==> src/rtl/kcs_mbx_pkg.sv <==
package kcs_mbx_pkg;

  localparam int BYTE_W = 8;
  localparam int HCH_W  = 2;

  // status bit positions (host software decodes these)
  localparam int ST_OBF = 0;
  localparam int ST_IBF = 1;
  localparam int ST_CD  = 3;

  // control word addresses
  localparam int unsigned W_CTL0 = 0;
  localparam int unsigned W_CTL2 = 2;
  localparam int unsigned W_CTL4 = 4;
  localparam int unsigned W_CTLH = 64;

  typedef enum logic [1:0] {
    HP_DATA = 2'd0,
    HP_CMD  = 2'd1,
    HP_STAT = 2'd2,
    HP_NONE = 2'd3
  } hport_e;

  function automatic int unsigned idr_word(input int ch);
    return (ch < 3) ? 9 + ch : 69;
  endfunction

  function automatic int unsigned odr_word(input int ch);
    return (ch < 3) ? 12 + ch : 70;
  endfunction

  function automatic int unsigned str_word(input int ch);
    return (ch < 3) ? 15 + ch : 71;
  endfunction

endpackage

==> src/rtl/kcs_mbx_ctl.sv <==
module kcs_mbx_ctl
  import kcs_mbx_pkg::*;
#(
  parameter int NUM_CH = 4,
  parameter int ADDR_W = 7
) (
  input  logic              clk,
  input  logic              rst_n,
  input  logic              wr,
  input  logic [ADDR_W-1:0] addr,
  input  logic [BYTE_W-1:0] wdata,
  output logic [BYTE_W-1:0] ctl0_q,
  output logic [BYTE_W-1:0] ctl2_q,
  output logic [BYTE_W-1:0] ctl4_q,
  output logic [BYTE_W-1:0] ctlh_q,
  output logic [NUM_CH-1:0] ch_en,
  output logic [NUM_CH-1:0] irq_en
);

  logic ld0, ld2, ld4, ldh;

  always_comb begin
    ld0 = wr && (addr == ADDR_W'(W_CTL0));
    ld2 = wr && (addr == ADDR_W'(W_CTL2));
    ld4 = wr && (addr == ADDR_W'(W_CTL4));
    ldh = wr && (addr == ADDR_W'(W_CTLH));
  end

  always_ff @(posedge clk or negedge rst_n) begin
    if (!rst_n) begin
      ctl0_q <= '0;
      ctl2_q <= '0;
      ctl4_q <= '0;
      ctlh_q <= '0;
    end else begin
      if (ld0) ctl0_q <= wdata;
      if (ld2) ctl2_q <= wdata;
      if (ld4) ctl4_q <= wdata;
      if (ldh) ctlh_q <= wdata;
    end
  end

  for (genvar g = 0; g < NUM_CH; g++) begin : g_en
    if (g == 0) begin : g_c1
      assign ch_en[g] = ctl0_q[5];
      assign irq_en[g] = ctl0_q[5] & ctl2_q[1];
    end else if (g == 1) begin : g_c2
      assign ch_en[g] = ctl0_q[6];
      assign irq_en[g] = ctl0_q[6] & ctl2_q[2];
    end else if (g == 2) begin : g_c3
      // two independent bits must both be set
      assign ch_en[g] = ctl0_q[7] & ctl4_q[2];
      assign irq_en[g] = ctl0_q[7] & ctl4_q[2] & ctl2_q[3];
    end else begin : g_c4
      assign ch_en[g] = ctlh_q[0];
      assign irq_en[g] = ctlh_q[0] & ctlh_q[1];
    end
  end

  for (genvar g = 0; g < NUM_CH; g++) begin : g_ast
    AST_IE_NEEDS_EN: assert property (@(posedge clk) disable iff (!rst_n)
      irq_en[g] |-> ch_en[g]) else $error("interrupt enable without channel enable");
  end

endmodule

==> src/rtl/kcs_mbx_chan.sv <==
module kcs_mbx_chan
  import kcs_mbx_pkg::*;
(
  input  logic              clk,
  input  logic              rst_n,
  input  logic              c_wr_idr,
  input  logic              c_wr_odr,
  input  logic              c_wr_str,
  input  logic              c_rd_idr,
  input  logic [BYTE_W-1:0] c_wdata,
  input  logic              h_wr_data,
  input  logic              h_wr_cmd,
  input  logic              h_rd_data,
  input  logic [BYTE_W-1:0] h_wdata,
  input  logic              irq_en,
  output logic [BYTE_W-1:0] idr_q,
  output logic [BYTE_W-1:0] odr_q,
  output logic [BYTE_W-1:0] str_q,
  output logic              ev_raise,
  output logic              ev_lower
);

  logic              h_wr_any;
  logic              ld_idr, ld_odr, ld_str;
  logic [BYTE_W-1:0] idr_d, odr_d, str_d;

  always_comb begin
    h_wr_any = h_wr_data | h_wr_cmd;
    ld_idr   = c_wr_idr | h_wr_any;
    ld_odr   = c_wr_odr;
    ld_str   = c_wr_str | c_rd_idr | h_rd_data | c_wr_odr | h_wr_any;

    idr_d = c_wr_idr ? c_wdata : idr_q;
    if (h_wr_any) idr_d = h_wdata;
    odr_d = c_wdata;

    // base value, then clears, then sets: a set beats a clear
    str_d = c_wr_str ? c_wdata : str_q;
    if (c_rd_idr)  str_d[ST_IBF] = 1'b0;
    if (h_rd_data) str_d[ST_OBF] = 1'b0;
    if (c_wr_odr)  str_d[ST_OBF] = 1'b1;
    if (h_wr_any) begin
      str_d[ST_IBF] = 1'b1;
      str_d[ST_CD]  = h_wr_cmd;
    end

    ev_raise = h_wr_any & irq_en;
    ev_lower = c_rd_idr & str_q[ST_IBF];
  end

  always_ff @(posedge clk or negedge rst_n) begin
    if (!rst_n) begin
      idr_q <= '0;
      odr_q <= '0;
      str_q <= '0;
    end else begin
      if (ld_idr) idr_q <= idr_d;
      if (ld_odr) odr_q <= odr_d;
      if (ld_str) str_q <= str_d;
    end
  end

  AST_IBF_SET: assert property (@(posedge clk) disable iff (!rst_n)
    h_wr_any |=> str_q[ST_IBF]) else $error("input full not set");
  AST_CD_TRACK: assert property (@(posedge clk) disable iff (!rst_n)
    h_wr_any |=> (str_q[ST_CD] == $past(h_wr_cmd))) else $error("command flag wrong");
  AST_IBF_CLR: assert property (@(posedge clk) disable iff (!rst_n)
    (c_rd_idr && !h_wr_any) |=> !str_q[ST_IBF]) else $error("input full not cleared");
  AST_OBF_SET: assert property (@(posedge clk) disable iff (!rst_n)
    c_wr_odr |=> str_q[ST_OBF]) else $error("output full not set");
  AST_OBF_CLR: assert property (@(posedge clk) disable iff (!rst_n)
    (h_rd_data && !c_wr_odr) |=> !str_q[ST_OBF]) else $error("output full not cleared");
  AST_HOST_WINS: assert property (@(posedge clk) disable iff (!rst_n)
    (h_wr_any && c_wr_idr) |=> (idr_q == $past(h_wdata))) else $error("host write lost");

endmodule

==> src/rtl/kcs_mbx_irq.sv <==
module kcs_mbx_irq #(
  parameter int NUM_CH     = 4,
  parameter bit SHARED_IRQ = 1'b0,
  localparam int IRQ_W     = SHARED_IRQ ? 1 : NUM_CH
) (
  input  logic              clk,
  input  logic              rst_n,
  input  logic [NUM_CH-1:0] ev_raise,
  input  logic [NUM_CH-1:0] ev_lower,
  output logic [IRQ_W-1:0]  irq_o
);

  logic [NUM_CH-1:0] pend_q, pend_d;
  logic              pend_ld;

  always_comb begin
    pend_ld = |(ev_raise | ev_lower);
    pend_d  = pend_q;
    for (int i = 0; i < NUM_CH; i++) begin
      if (ev_raise[i])      pend_d[i] = 1'b1;
      else if (ev_lower[i]) pend_d[i] = 1'b0;
    end
  end

  always_ff @(posedge clk or negedge rst_n) begin
    if (!rst_n)       pend_q <= '0;
    else if (pend_ld) pend_q <= pend_d;
  end

  if (SHARED_IRQ) begin : g_shared
    assign irq_o = |pend_q;
    AST_SHARED_QUIET: assert property (@(posedge clk) disable iff (!rst_n)
      (!irq_o[0] && ev_raise == '0) |=> !irq_o[0]) else $error("shared line rose without event");
  end else begin : g_lines
    assign irq_o = pend_q;
  end

  for (genvar g = 0; g < NUM_CH; g++) begin : g_ast
    AST_PEND_RAISE: assert property (@(posedge clk) disable iff (!rst_n)
      ev_raise[g] |=> pend_q[g]) else $error("pending bit not raised");
    AST_PEND_LOWER: assert property (@(posedge clk) disable iff (!rst_n)
      (ev_lower[g] && !ev_raise[g]) |=> !pend_q[g]) else $error("pending bit not lowered");
    AST_PEND_HOLD: assert property (@(posedge clk) disable iff (!rst_n)
      (!ev_lower[g] && !ev_raise[g]) |=> $stable(pend_q[g])) else $error("pending bit moved");
  end

endmodule

==> src/rtl/kcs_mbx.sv <==
module kcs_mbx
  import kcs_mbx_pkg::*;
#(
  parameter int NUM_CH     = 4,
  parameter int ADDR_W     = 7,
  parameter bit SHARED_IRQ = 1'b0,
  localparam int IRQ_W     = SHARED_IRQ ? 1 : NUM_CH
) (
  input  logic              clk,
  input  logic              rst_n,
  input  logic              c_wr,
  input  logic              c_rd,
  input  logic [ADDR_W-1:0] c_addr,
  input  logic [7:0]        c_wdata,
  output logic [7:0]        c_rdata,
  input  logic              h_wr,
  input  logic              h_rd,
  input  logic [1:0]        h_chan,
  input  logic [1:0]        h_port,
  input  logic [7:0]        h_wdata,
  output logic [7:0]        h_rdata,
  output logic [IRQ_W-1:0]  irq_o
);

  localparam int SV_W = NUM_CH * BYTE_W;

  logic rst_meta_q, rst_sync_n;

  always_ff @(posedge clk or negedge rst_n) begin
    if (!rst_n) begin
      rst_meta_q <= 1'b0;
      rst_sync_n <= 1'b0;
    end else begin
      rst_meta_q <= 1'b1;
      rst_sync_n <= rst_meta_q;
    end
  end

  logic [BYTE_W-1:0] ctl0, ctl2, ctl4, ctlh;
  logic [NUM_CH-1:0] ch_en, irq_en, ev_raise, ev_lower;
  logic [BYTE_W-1:0] idr_a [NUM_CH];
  logic [BYTE_W-1:0] odr_a [NUM_CH];
  logic [BYTE_W-1:0] str_a [NUM_CH];
  logic [SV_W-1:0]   state_v;
  hport_e            hp;
  logic              c_hit;

  assign hp = hport_e'(h_port);

  kcs_mbx_ctl #(.NUM_CH(NUM_CH), .ADDR_W(ADDR_W)) ctl_i (
    .clk(clk), .rst_n(rst_sync_n), .wr(c_wr), .addr(c_addr), .wdata(c_wdata),
    .ctl0_q(ctl0), .ctl2_q(ctl2), .ctl4_q(ctl4), .ctlh_q(ctlh),
    .ch_en(ch_en), .irq_en(irq_en)
  );

  for (genvar g = 0; g < NUM_CH; g++) begin : g_ch
    logic sel_h;
    assign sel_h = (h_chan == HCH_W'(g));

    kcs_mbx_chan chan_i (
      .clk      (clk),
      .rst_n    (rst_sync_n),
      .c_wr_idr (c_wr && (c_addr == ADDR_W'(idr_word(g)))),
      .c_wr_odr (c_wr && (c_addr == ADDR_W'(odr_word(g)))),
      .c_wr_str (c_wr && (c_addr == ADDR_W'(str_word(g)))),
      .c_rd_idr (c_rd && (c_addr == ADDR_W'(idr_word(g)))),
      .c_wdata  (c_wdata),
      .h_wr_data(h_wr && sel_h && (hp == HP_DATA)),
      .h_wr_cmd (h_wr && sel_h && (hp == HP_CMD)),
      .h_rd_data(h_rd && sel_h && (hp == HP_DATA)),
      .h_wdata  (h_wdata),
      .irq_en   (irq_en[g]),
      .idr_q    (idr_a[g]),
      .odr_q    (odr_a[g]),
      .str_q    (str_a[g]),
      .ev_raise (ev_raise[g]),
      .ev_lower (ev_lower[g])
    );

    assign state_v[g*BYTE_W +: BYTE_W] = str_a[g] ^ idr_a[g] ^ odr_a[g];
  end

  kcs_mbx_irq #(.NUM_CH(NUM_CH), .SHARED_IRQ(SHARED_IRQ)) irq_i (
    .clk(clk), .rst_n(rst_sync_n), .ev_raise(ev_raise), .ev_lower(ev_lower), .irq_o(irq_o)
  );

  always_comb begin
    c_rdata = '0;
    c_hit   = 1'b0;
    if (c_addr == ADDR_W'(W_CTL0)) begin c_rdata = ctl0; c_hit = 1'b1; end
    if (c_addr == ADDR_W'(W_CTL2)) begin c_rdata = ctl2; c_hit = 1'b1; end
    if (c_addr == ADDR_W'(W_CTL4)) begin c_rdata = ctl4; c_hit = 1'b1; end
    if (c_addr == ADDR_W'(W_CTLH)) begin c_rdata = ctlh; c_hit = 1'b1; end
    for (int i = 0; i < NUM_CH; i++) begin
      if (c_addr == ADDR_W'(idr_word(i))) begin c_rdata = idr_a[i]; c_hit = 1'b1; end
      if (c_addr == ADDR_W'(odr_word(i))) begin c_rdata = odr_a[i]; c_hit = 1'b1; end
      if (c_addr == ADDR_W'(str_word(i))) begin c_rdata = str_a[i]; c_hit = 1'b1; end
    end
  end

  always_comb begin
    h_rdata = '0;
    for (int i = 0; i < NUM_CH; i++) begin
      if (h_chan == HCH_W'(i)) begin
        case (hp)
          HP_DATA:         h_rdata = odr_a[i];
          HP_CMD, HP_STAT: h_rdata = str_a[i];
          default:         h_rdata = '0;
        endcase
      end
    end
  end

  AST_HOST_STAT_WR_DROPPED: assert property (@(posedge clk) disable iff (!rst_sync_n)
    (h_wr && !h_rd && hp == HP_STAT && !c_wr && !c_rd) |=> $stable(state_v))
    else $error("host status write changed state");
  AST_UNMAPPED_WR_DROPPED: assert property (@(posedge clk) disable iff (!rst_sync_n)
    (c_wr && !c_hit && !h_wr && !h_rd) |=> ($stable(state_v) && $stable(ctl0) && $stable(ctlh)))
    else $error("unmapped write changed state");
  AST_CH_EN_QUIET: assert property (@(posedge clk) disable iff (!rst_sync_n)
    (ev_raise & ~ch_en) == '0) else $error("raise on disabled channel");

endmodule

==> config.mk <==
export PLATFORM = sky130hd
export DESIGN_NAME = kcs_mbx
export DESIGN_NICKNAME = d
export VERILOG_FILES = /design/src/rtl/kcs_mbx_pkg.sv /design/src/rtl/kcs_mbx_ctl.sv /design/src/rtl/kcs_mbx_chan.sv /design/src/rtl/kcs_mbx_irq.sv /design/src/rtl/kcs_mbx.sv
export SDC_FILE = /design/constraint.sdc
export NUM_CORES = 1
export LEC_CHECK = 0
export ABC_AREA = 0
export BUFFER_PORTS_ARGS = -buffer_cell sky130_fd_sc_hd__buf_2
export CAP_MARGIN = 40
export CORE_AREA = 2 2 119 121
export CTS_BUF_LIST = sky130_fd_sc_hd__clkbuf_16
export DETAILED_ROUTE_END_ITERATION = 8
export DIE_AREA = 0 0 121 123
export PLACE_DENSITY_LB_ADDON = 0.05
export RECOVER_POWER = 100
export REMOVE_ABC_BUFFERS = 1
export SETUP_SLACK_MARGIN = 0.4
export SKIP_LAST_GASP = 1
export SLEW_MARGIN = 10
export SYNTH_ARGS = -nofsm -noshare
export SYNTH_HDL_FRONTEND = slang
export SYNTH_SLANG_ARGS = --single-unit
==> constraint.sdc <==
create_clock -name clk -period 8.3 [get_ports clk]
set_input_delay 0.415 -clock clk [delete_from_list [all_inputs] [get_ports clk]]
set_output_delay 0.415 -clock clk [all_outputs]
set_load 0.05 [all_outputs]
* Word-level counts from Yosys, hierarchy flattened
Index checks and enable logic that the tools add are counted.
** Word-level totals
- Register bits after elaboration :: 134
- Input bits :: 33
- Output and inout bits :: 20
- Word-level logic and storage cells :: 245
** Operators by class
- Equal/unequal tests :: 20
- Mux-type cells :: 64
- Bitwise operators :: 38
- Reduce and logical (&&, ||, !) cells :: 89
** Operator list (number)
- $mux 8 :: 28
- $pmux 8 s2 :: 4
- $eq 7x4->1 const B :: 7
- $reduce_and 2->1 :: 24
- $logic_and 1x1->1 :: 40
- $eq 7x7->1 const B :: 4
- $mux 1 :: 28
- $or 1x1->1 :: 24
- $reduce_bool 2->1 :: 12
- $reduce_bool 3->1 :: 8
- $mux 4 :: 4
- $eq 7x5->1 const B :: 2
- $and 1x1->1 :: 13
- $eq 7x2->1 const B :: 1
- $eq 7x3->1 const B :: 1
- $logic_not 7->1 :: 1
- $eq 2x2->1 const B :: 3
- $eq 2x1->1 const B :: 2
- $logic_not 2->1 :: 2
- $or 4x4->4 :: 1
- $reduce_or 4->1 :: 1
- $reduce_or 2->1 :: 1

* Depth between registers and ports, before layout
Gate-level depths: netlist of run 1.
- Depth after elaboration :: 17
- Mapped depth :: 8
- Depth with buffers taken out :: 6

* By module
Synthesis of run 1 repeated with hierarchy kept, for this count alone.
** Unflattened totals
- Cell total of the unflattened synthesis :: 742
- Area, all modules :: 7892.6 um^2
** Modules (own cells, without submodules)
- kcs_mbx_chan :: instances 4, cells an instance 75, area each 1048.5 um^2
- kcs_mbx :: instances 1, cells an instance 350, area each 2250.9 um^2
- kcs_mbx_ctl :: instances 1, cells an instance 80, area each 1302.5 um^2
- kcs_mbx_irq :: instances 1, cells an instance 12, area each 145.1 um^2

* Worst setup path after synthesis of run 1
Ideal clock, no wire load.
- Path type :: input port to output port
- Start :: input c_addr[5]
- End :: output c_rdata[6]
- Arrival :: 2.758 ns
- Required time :: 7.885 ns
- Slack :: 5.127 ns
- Stages on the path :: 7
- Buffers on the path :: 2
- Cell sequence :: buf_6 -> or4b_1 -> buf_4 -> nor2_8 -> a31o_2 -> a222oi_1 -> a211oi_1
** Between the ends
- Word-level cells in the longest chain between the ends :: 17
- Elaborated cells on any way between the ends :: 32
** Ends and longest elaborated chain
- start, declared :: line kcs_mbx.sv:13 : input logic [ADDR_W-1:0] c_addr,
- $logic_not 7->1 :: line kcs_mbx.sv:90 : if (c_addr == ADDR_W'(W_CTL0)) begin c_rdata = ctl0; c_hit = 1'b1; end
- $mux 8 :: line kcs_mbx.sv:90
- $mux 8 :: line kcs_mbx.sv:91 : if (c_addr == ADDR_W'(W_CTL2)) begin c_rdata = ctl2; c_hit = 1'b1; end
- $mux 8 :: line kcs_mbx.sv:92 : if (c_addr == ADDR_W'(W_CTL4)) begin c_rdata = ctl4; c_hit = 1'b1; end
- $mux 8 :: line kcs_mbx.sv:93 : if (c_addr == ADDR_W'(W_CTLH)) begin c_rdata = ctlh; c_hit = 1'b1; end
- $mux 8 :: line kcs_mbx.sv:95 : if (c_addr == ADDR_W'(idr_word(i))) begin c_rdata = idr_a[i]; c_hit = 1'b1; end
- $mux 8 :: line kcs_mbx.sv:96 : if (c_addr == ADDR_W'(odr_word(i))) begin c_rdata = odr_a[i]; c_hit = 1'b1; end
- $mux 8 :: line kcs_mbx.sv:97 : if (c_addr == ADDR_W'(str_word(i))) begin c_rdata = str_a[i]; c_hit = 1'b1; end
- $mux 8 :: line kcs_mbx.sv:95
- $mux 8 :: line kcs_mbx.sv:96
- $mux 8 :: line kcs_mbx.sv:97
- $mux 8 :: line kcs_mbx.sv:95
- $mux 8 :: line kcs_mbx.sv:96
- $mux 8 :: line kcs_mbx.sv:97
- $mux 8 :: line kcs_mbx.sv:95
- $mux 8 :: line kcs_mbx.sv:96
- $mux 8 * :: line kcs_mbx.sv:97
- end, declared :: line kcs_mbx.sv:15 : output logic [7:0] c_rdata,
Mark *: on every way between the ends. The rest lies on a longest branch, timed or not.

* Final worst setup path of run 1
- Start :: input c_addr[0]
- End :: output c_rdata[7]
The elaborated chain is that of the path after synthesis.

==> flow_metrics.py, run 1 <==
metrics = {
    "global_route": {
        "use_met1_pct": 50.2,
        "track_usage_pct": 35.9,
        "use_met2_pct": 55.0,
        "antenna_found_initial": 0,
        "top_usage_layer": "met2",
        "grt_pass1_wl_mm": 39.7,
        "grt_max_degree": 61,
        "use_met3_pct": 6.37,
        "grt_pass1_vias": 6607,
        "overflow": 0,
    },
    "hold_path": {
        "hold_path_class": "primary input to flip-flop",
        "holdPathStages": 3,
    },
    "worst_setup_path": {
        "cp_max_fo": 57,
        "worst_setup_path_start_kind": "primary input",
        "required_ns": 7.89,
        "crit_type": "primary input to primary output",
        "critPathArrivalTime_ns": 4.96,
        "r2r_cells": 2,
        "setup.worst_path.end_class": "primary output",
    },
    "power": {
        "total_leakage_power_nw": 3.90,
        "totalPowerFinal_mw": 1.85,
        "power_per_cell_area_nw_per_um2": 213,
        "vdd_drop_max_v": 0.000158,
    },
    "route": {
        "drc": 0,
        "drt-initial-drc-count": 1038,
        "avgRoutedWirePerCell_um": 25.6,
        "totalWireLength_mm": 25.7,
        "route.vias.total": 7072,
        "drtAntennaViolNets": 0,
        "first_pass_iters": 7,
        "avgViaCountPerCell": 7.02,
    },
    "cts": {
        "postCtsSetupBuffers": 0,
        "path_clk_slew_ns": 0.06,
        "cts_tree": "done",
        "cts.sinks": 134,
        "htree_levels": 4,
        "worstSkewPairLatency_ns": 0.43,
        "cts_buffers": 17,
        "cts_buffer_depth": 2,
        "cts_root_buffer": "clkbuf_16",
    },
    "logic_synthesis": {
        "synth_edf_count": 0,
        "synthCells": 793,
        "synth.distinct_cells": 73,
        "synth_top_area_share_pct": 42.5,
        "yosysWarnings": 0,
        "synth_top_area_cell": "dfrtp_1",
        "synth_seq_cells": 134,
        "synth.most_common_cell": "dfrtp_1",
        "syn_area_um2": 7890,
        "synth_flop_cell": "dfrtp_1",
        "postSynthAreaPerCell_um2": 9.94,
        "synth_area_leaders": "dfrtp_1 43%, mux2_2 12%, mux2i_1 6.2%",
        "yosysSeqAreaShare_pct": 42.5,
        "async_flop_share_pct": 100,
        "synth.top_cells.by_count": "134 x dfrtp_1, 85 x mux2_2, 61 x nor2_1",
    },
    "timing": {
        "fin_crit_ns": 5.38,
        "skew_ns": 0.00439,
        "hold_viol": 0,
        "postLayoutSetupSlackWorst_ns": 2.92,
        "slew_headroom_pct": -76.0,
        "holdWs_ns": 0.237,
        "rsz0062_at_grt": "no",
        "worst_pin_slew_ns": 2.64,
        "slew_viol_final": 128,
        "max_freq_mhz": 186,
        "fin_tns_setup_ns": 0,
        "fin_crit_sh_pct": 64.8,
        "setup_viol": 0,
    },
    "placed_design": {
        "dp_slack_ns": 5.03,
        "io_buffers": 52,
        "dpl_cell_area_um2": 8230,
        "gp_congestion": 1.08,
        "hpwl_mm": 18.0,
    },
    "outcome": {
        "violations": "max-capacitance violations, max-slew violations",
        "status": "finished with violations",
    },
    "layout": {
        "drive_above_1_share_pct": 20.3,
        "finish.instance_area_um2": 8720,
        "area_growth_pct": 10.6,
        "diodes": 0,
        "final_nets": 850,
    },
    "floorplanning": {
        "core_um2": 13600,
        "io-pin-count": 53,
        "die_x_um": 121,
        "num_rows": 43,
        "die_area_um2": 14900,
        "start_util_pct": 57.9,
        "fp.dieH_um": 123,
    },
    "job": {
        "cap_violations": 3,
    },
}
[placed cells by master (no fill, tap or decap), drive strengths merged, types with 5 or more instances in the layout]
master / count
nand3: 49
a32oi: 7
nor3: 10
a21oi: 57
clkbuf: 40
nor3b: 8
a22oi: 22
buf: 40
nand4: 5
clkinv: 8
a211oi: 12
nor2b: 13
a31oi: 8
a221oi: 18
inv: 11
nor2: 62
o221ai: 5
mux2i: 49
o21ai: 43
o2bb2ai: 7
o211ai: 11
dfrtp: 134
nand2: 39
nand2b: 13
mux2: 86
[path summary, 6_finish.rpt]
kind                                           start                                  end  slack, ns
worst max-delay path                       c_addr[0]                           c_rdata[7]       2.92
worst min-delay path                      h_wdata[1]  g_ch[0].chan_i.idr_q[1]$_DFFE_PN0P_       0.24
worst max register to register  rst_sync_n$_DFF_PN0_  g_ch[1].chan_i.odr_q[2]$_DFFE_PN0P_       5.14
worst min register to register  rst_meta_q$_DFF_PN0_                 rst_sync_n$_DFF_PN0_       0.35
max in group asynchronous       rst_sync_n$_DFF_PN0_  g_ch[1].chan_i.odr_q[2]$_DFFE_PN0P_       5.14
min in group asynchronous                      rst_n                 rst_sync_n$_DFF_PN0_       0.30
[logic make-up (layout without fill, tap and decap cells)]
kind of cell | count (synthesis) | count (layout) | share of synthesized area [%]
AO/OA/AOI/OAI | 222 | 222 | 18.9
adder cells (fa/ha/maj) | 3 | 3 | 0.476
AND/OR/NAND/NOR | 226 | 226 | 15.6
multiplexers | 135 | 135 | 18.5
other | 1 | 1 | 0.0476
buffers and inverters | 72 | 106 | 3.90
flip-flops | 134 | 134 | 42.5
[where the power goes]
part / switching, mW / internal, mW / leakage [nW]
Sequential: 0.0866 / 0.737 / 1.73
Clock: 0.289 / 0.467 / 0.287
Combinational: 0.164 / 0.110 / 1.88
Total: 0.540 / 1.31 / 3.90
[what timing repair did]
item / in CTS / in global routing
endpoints found under the hold margin: 2 / 0
hold buffers: 1 / 0
gates resized for setup: 0 / 0
[sequential cells by signal (all words and copies together), names as in the netlist]
| name | count |
|---|---|
| ctl_i.ctlh_q | 8 |
| ctl_i.ctl2_q | 8 |
| irq_i.irq_o | 4 |
| g_ch.chan_i.odr_q | 32 |
| g_ch.chan_i.str_q | 32 |
| rst_sync_n | 1 |
| ctl_i.ctl0_q | 8 |
| ctl_i.ctl4_q | 8 |
| rst_meta_q | 1 |
| g_ch.chan_i.idr_q | 32 |
[critical path: stages]
cell	delay, ns
buf_2	0.07
clkbuf_1	1.86
nand2b_1	0.82
nor3_1	0.80
nor2_1	0.11
a41o_1	0.23
o221ai_1	0.11
clkbuf_1	0.51
[final cells by class]
cell class | count | area (um^2)
Sequential cell | 134 | 3350
Clock inverter | 15 | 163
Inverter | 10 | 37.5
Tap cell | 180 | 225
Clock buffer | 17 | 425
Multi-Input combinational cell | 587 | 4180
Timing Repair Buffer | 64 | 342
Fill cell | 1101 | 4890
[metal layers]
layer / vias to the layer above / part of all wire, %
met4: 0 / 4.0
met2: 463 / 45
li1: 3040 / -
met5: - / 0
met1: 3471 / 42
met3: 98 / 8.4
[metrics by stage]
stage	util, %	std cells
after detailed placement	60.5	974
after global routing	64.1	1007
after floorplan	-	731
after CTS	64.9	1007
after global placement	60.0	970
final	64.1	1007
Note: power is estimated with default switching activity, not from simulation.
==> inputs of run 2 (changes only) <==
--- a/config.mk
+++ b/config.mk
@@ -5,7 +5,7 @@
 export SDC_FILE = /design/constraint.sdc
 export NUM_CORES = 1
 export LEC_CHECK = 0
-export ABC_AREA = 0
+export ABC_AREA = 1
 export BUFFER_PORTS_ARGS = -buffer_cell sky130_fd_sc_hd__buf_2
 export CAP_MARGIN = 40
 export CORE_AREA = 2 2 119 121
==> constraint.sdc (replaced) <==
create_clock -name clk -period 4.8 [get_ports clk]
set_input_delay 0.24 -clock clk [delete_from_list [all_inputs] [get_ports clk]]
set_output_delay 0.24 -clock clk [all_outputs]
set_load 0.05 [all_outputs]
==> flow_metrics.py, run 2 <==
metrics = {
    "cts": {
        "cts_root_buffer": "clkbuf_16",
        "cts.sinks": 134,
        "worstSkewPairLatency_ns": 0.44,
        "cts_buffer_depth": 2,
        "cts_buffers": 17,
        "htree_levels": 4,
        "cts_tree": "done",
        "path_clk_slew_ns": 0.07,
    },
    "worst_setup_path": {
        "setup.worst_path.end": "c_rdata[1]",
        "crit_type": "primary input to primary output",
        "cp_slowest_cell": "nor2_1",
        "critPathArrivalTime_ns": 3.37,
        "crit_chain": "clkbuf_1, nor2_1, inv_1, nor2_1, clkinvlp_2, nor2_1, inv_1, nand2_1, inv_1, nand3_1, nand2_1, nand3_1, nand2_1, nand4_1, clkbuf_1",
        "required_ns": 4.56,
        "crit_family": "simple AND/OR/NAND/NOR gates",
        "setup.worst_path.end_class": "primary output",
        "reg2reg_slack_ns": 2.60,
        "worst_setup_path_start_kind": "primary input",
        "startpoint": "c_addr[1]",
        "r2r_start": "rst_sync_n$_DFF_PN0_",
        "r2r_cells": 1,
        "crit_cells": 15,
        "path_buf_inv": 6,
        "cp_max_fo": 10,
        "r2r_end": "g_ch[1].chan_i.str_q[4]$_DFFE_PN0P_",
        "cpPeakStageDelay_ns": 0.63,
    },
    "logic_synthesis": {
        "synthCells": 953,
        "synth.distinct_cells": 47,
        "postSynthAreaPerCell_um2": 7.71,
        "synth_area_leaders": "dfrtp_1 46%, nand2_1 15%, o21ai_0 6.3%",
        "synth.most_common_cell": "nand2_1",
        "yosysWarnings": 0,
        "syn_area_um2": 7340,
        "synth_edf_count": 0,
        "synth_top_area_share_pct": 45.7,
        "async_flop_share_pct": 100,
        "synth_top_area_cell": "dfrtp_1",
        "synth_flop_cell": "dfrtp_1",
        "yosysSeqAreaShare_pct": 45.7,
        "synth_seq_cells": 134,
        "synth.top_cells.by_count": "295 x nand2_1, 134 x dfrtp_1, 92 x o21ai_0",
    },
    "job": {
        "cap_violations": 3,
    },
    "global_route": {
        "overflow": 0,
        "grt_pass1_wl_mm": 37.0,
        "track_usage_pct": 33.7,
        "grt_pass1_vias": 6410,
        "antenna_found_initial": 0,
        "grt_max_degree": 86,
    },
    "floorplanning": {
        "num_rows": 43,
        "core_um2": 13600,
        "die_x_um": 121,
        "fp.dieH_um": 123,
        "io-pin-count": 53,
        "die_area_um2": 14900,
        "start_util_pct": 54.0,
    },
    "layout": {
        "drive_above_1_share_pct": 8.68,
        "layout_common_cells": "302 x nand2_1, 134 x dfrtp_1, 100 x o21ai_0, 88 x inv_1, 70 x nor2_1",
        "fin_util_pct": 59.5,
        "reg_top3": "g_ch.chan_i.idr_q: 32 flops, g_ch.chan_i.odr_q: 32 flops, g_ch.chan_i.str_q: 32 flops",
        "diodes": 0,
        "final_nets": 1025,
        "layout_commonest_cell": "nand2_1",
        "fill_cells": 1324,
        "area_growth_pct": 10.3,
    },
    "route": {
        "drt-initial-drc-count": 824,
        "avgViaCountPerCell": 5.93,
        "first_pass_iters": 5,
        "totalWireLength_mm": 23.8,
        "route.vias.total": 7004,
        "drc": 0,
        "avgRoutedWirePerCell_um": 20.1,
        "drtAntennaViolNets": 0,
    },
    "timing": {
        "fin_crit_ns": 3.61,
        "max_freq_mhz": 277,
        "slew_viol_final": 95,
        "worst_pin_slew_ns": 2.06,
        "hold_viol": 0,
        "skew_ns": 0.0131,
        "rsz0062_at_grt": "no",
        "fin_crit_sh_pct": 75.2,
        "setup_viol": 0,
        "slew_headroom_pct": -37.5,
        "fin_tns_setup_ns": 0,
    },
    "hold_path": {
        "hold_path_class": "primary input to asynchronous set/reset pin",
    },
    "outcome": {
        "status": "finished with violations",
        "violations": "max-capacitance violations, max-slew violations",
    },
    "power": {
        "total_leakage_power_nw": 3.66,
        "vdd_drop_max_v": 0.000306,
        "power_per_cell_area_nw_per_um2": 392,
    },
    "placed_design": {
        "hpwl_mm": 16.9,
        "gp_congestion": 0.928,
        "io_buffers": 52,
    },
}
==> run 2: power by group <==
part           switching (mW)  leakage, nW  internal (mW)
Combinational           0.259         1.66          0.128
Sequential              0.138         1.70           1.28
Clock                   0.581        0.302          0.789
==> run 2: worst min-delay path by stage <==
stage / depth (start not counted) / slack (ns) / end / start
global route: 2 / 0.11 / rst_meta_q$_DFF_PN0_ / rst_n
CTS: 2 / 0.10 / rst_sync_n$_DFF_PN0_ / rst_n
finish: 2 / 0.11 / rst_sync_n$_DFF_PN0_ / rst_n
global placement: 1 / 0.03 / rst_meta_q$_DFF_PN0_ / rst_n
detailed placement: 1 / 0.03 / rst_sync_n$_DFF_PN0_ / rst_n
floorplan: 0 / -0.06 / rst_meta_q$_DFF_PN0_ / rst_n
==> run 2: through the flow <==
step	area [um^2]	power, mW	std cells	hold WS [ns]	setup slack, ns
6_report	8100	3.17	1182	0.107	1.19
3_3_place_gp	7680	1.82	1149	0.0261	2.09
3_5_place_dp	7680	1.83	1149	0.0279	2.03
5_1_grt	8100	3.29	1182	0.112	0.881
2_1_floorplan	7140	1.65	912	-0.0556	0.790
4_1_cts	8300	3.18	1182	0.101	2.02
==> run 2: final cells by class <==
| class | instances | area (um^2) | area share (%) |
|---|---|---|---|
| well taps | 180 | 225 | 2.78 |
| clock buffers | 17 | 425 | 5.25 |
| flip-flops and latches | 134 | 3350 | 41.4 |
| inverters | 95 | 358 | 4.42 |
| repair buffers | 58 | 282 | 3.48 |
| multi-input cells | 683 | 3270 | 40.4 |
| clock inverters | 15 | 185 | 2.29 |
==> run 2: repair_timing <==
action / 4_1_cts / 5_1_grt
hold buffers: 1 / 0
setup buffers: 0 / 0
hold endpoints to repair: 2 / 0
resized for setup: 0 / 0
==> run 2: cells by family (layout without fill, tap and decap cells) <==
family,Yosys count,after routing,share of synthesized area [%]
AOI/OAI and AO/OA,207,207,17.2
adders and majority gates,3,3,0.511
buffers and inverters,136,185,7.63
DFF,134,134,45.7
other,1,1,0.0511
and+or+nand+nor,472,472,28.9
==> run 2: routing by layer <==
metal,global-route usage (%),wire length (um),share of wire (%)
met5,0,0,0
met4,14.8,856,3.6
met2,47.8,10300,43
met3,8.58,2210,9.3
met1,48.8,10500,44
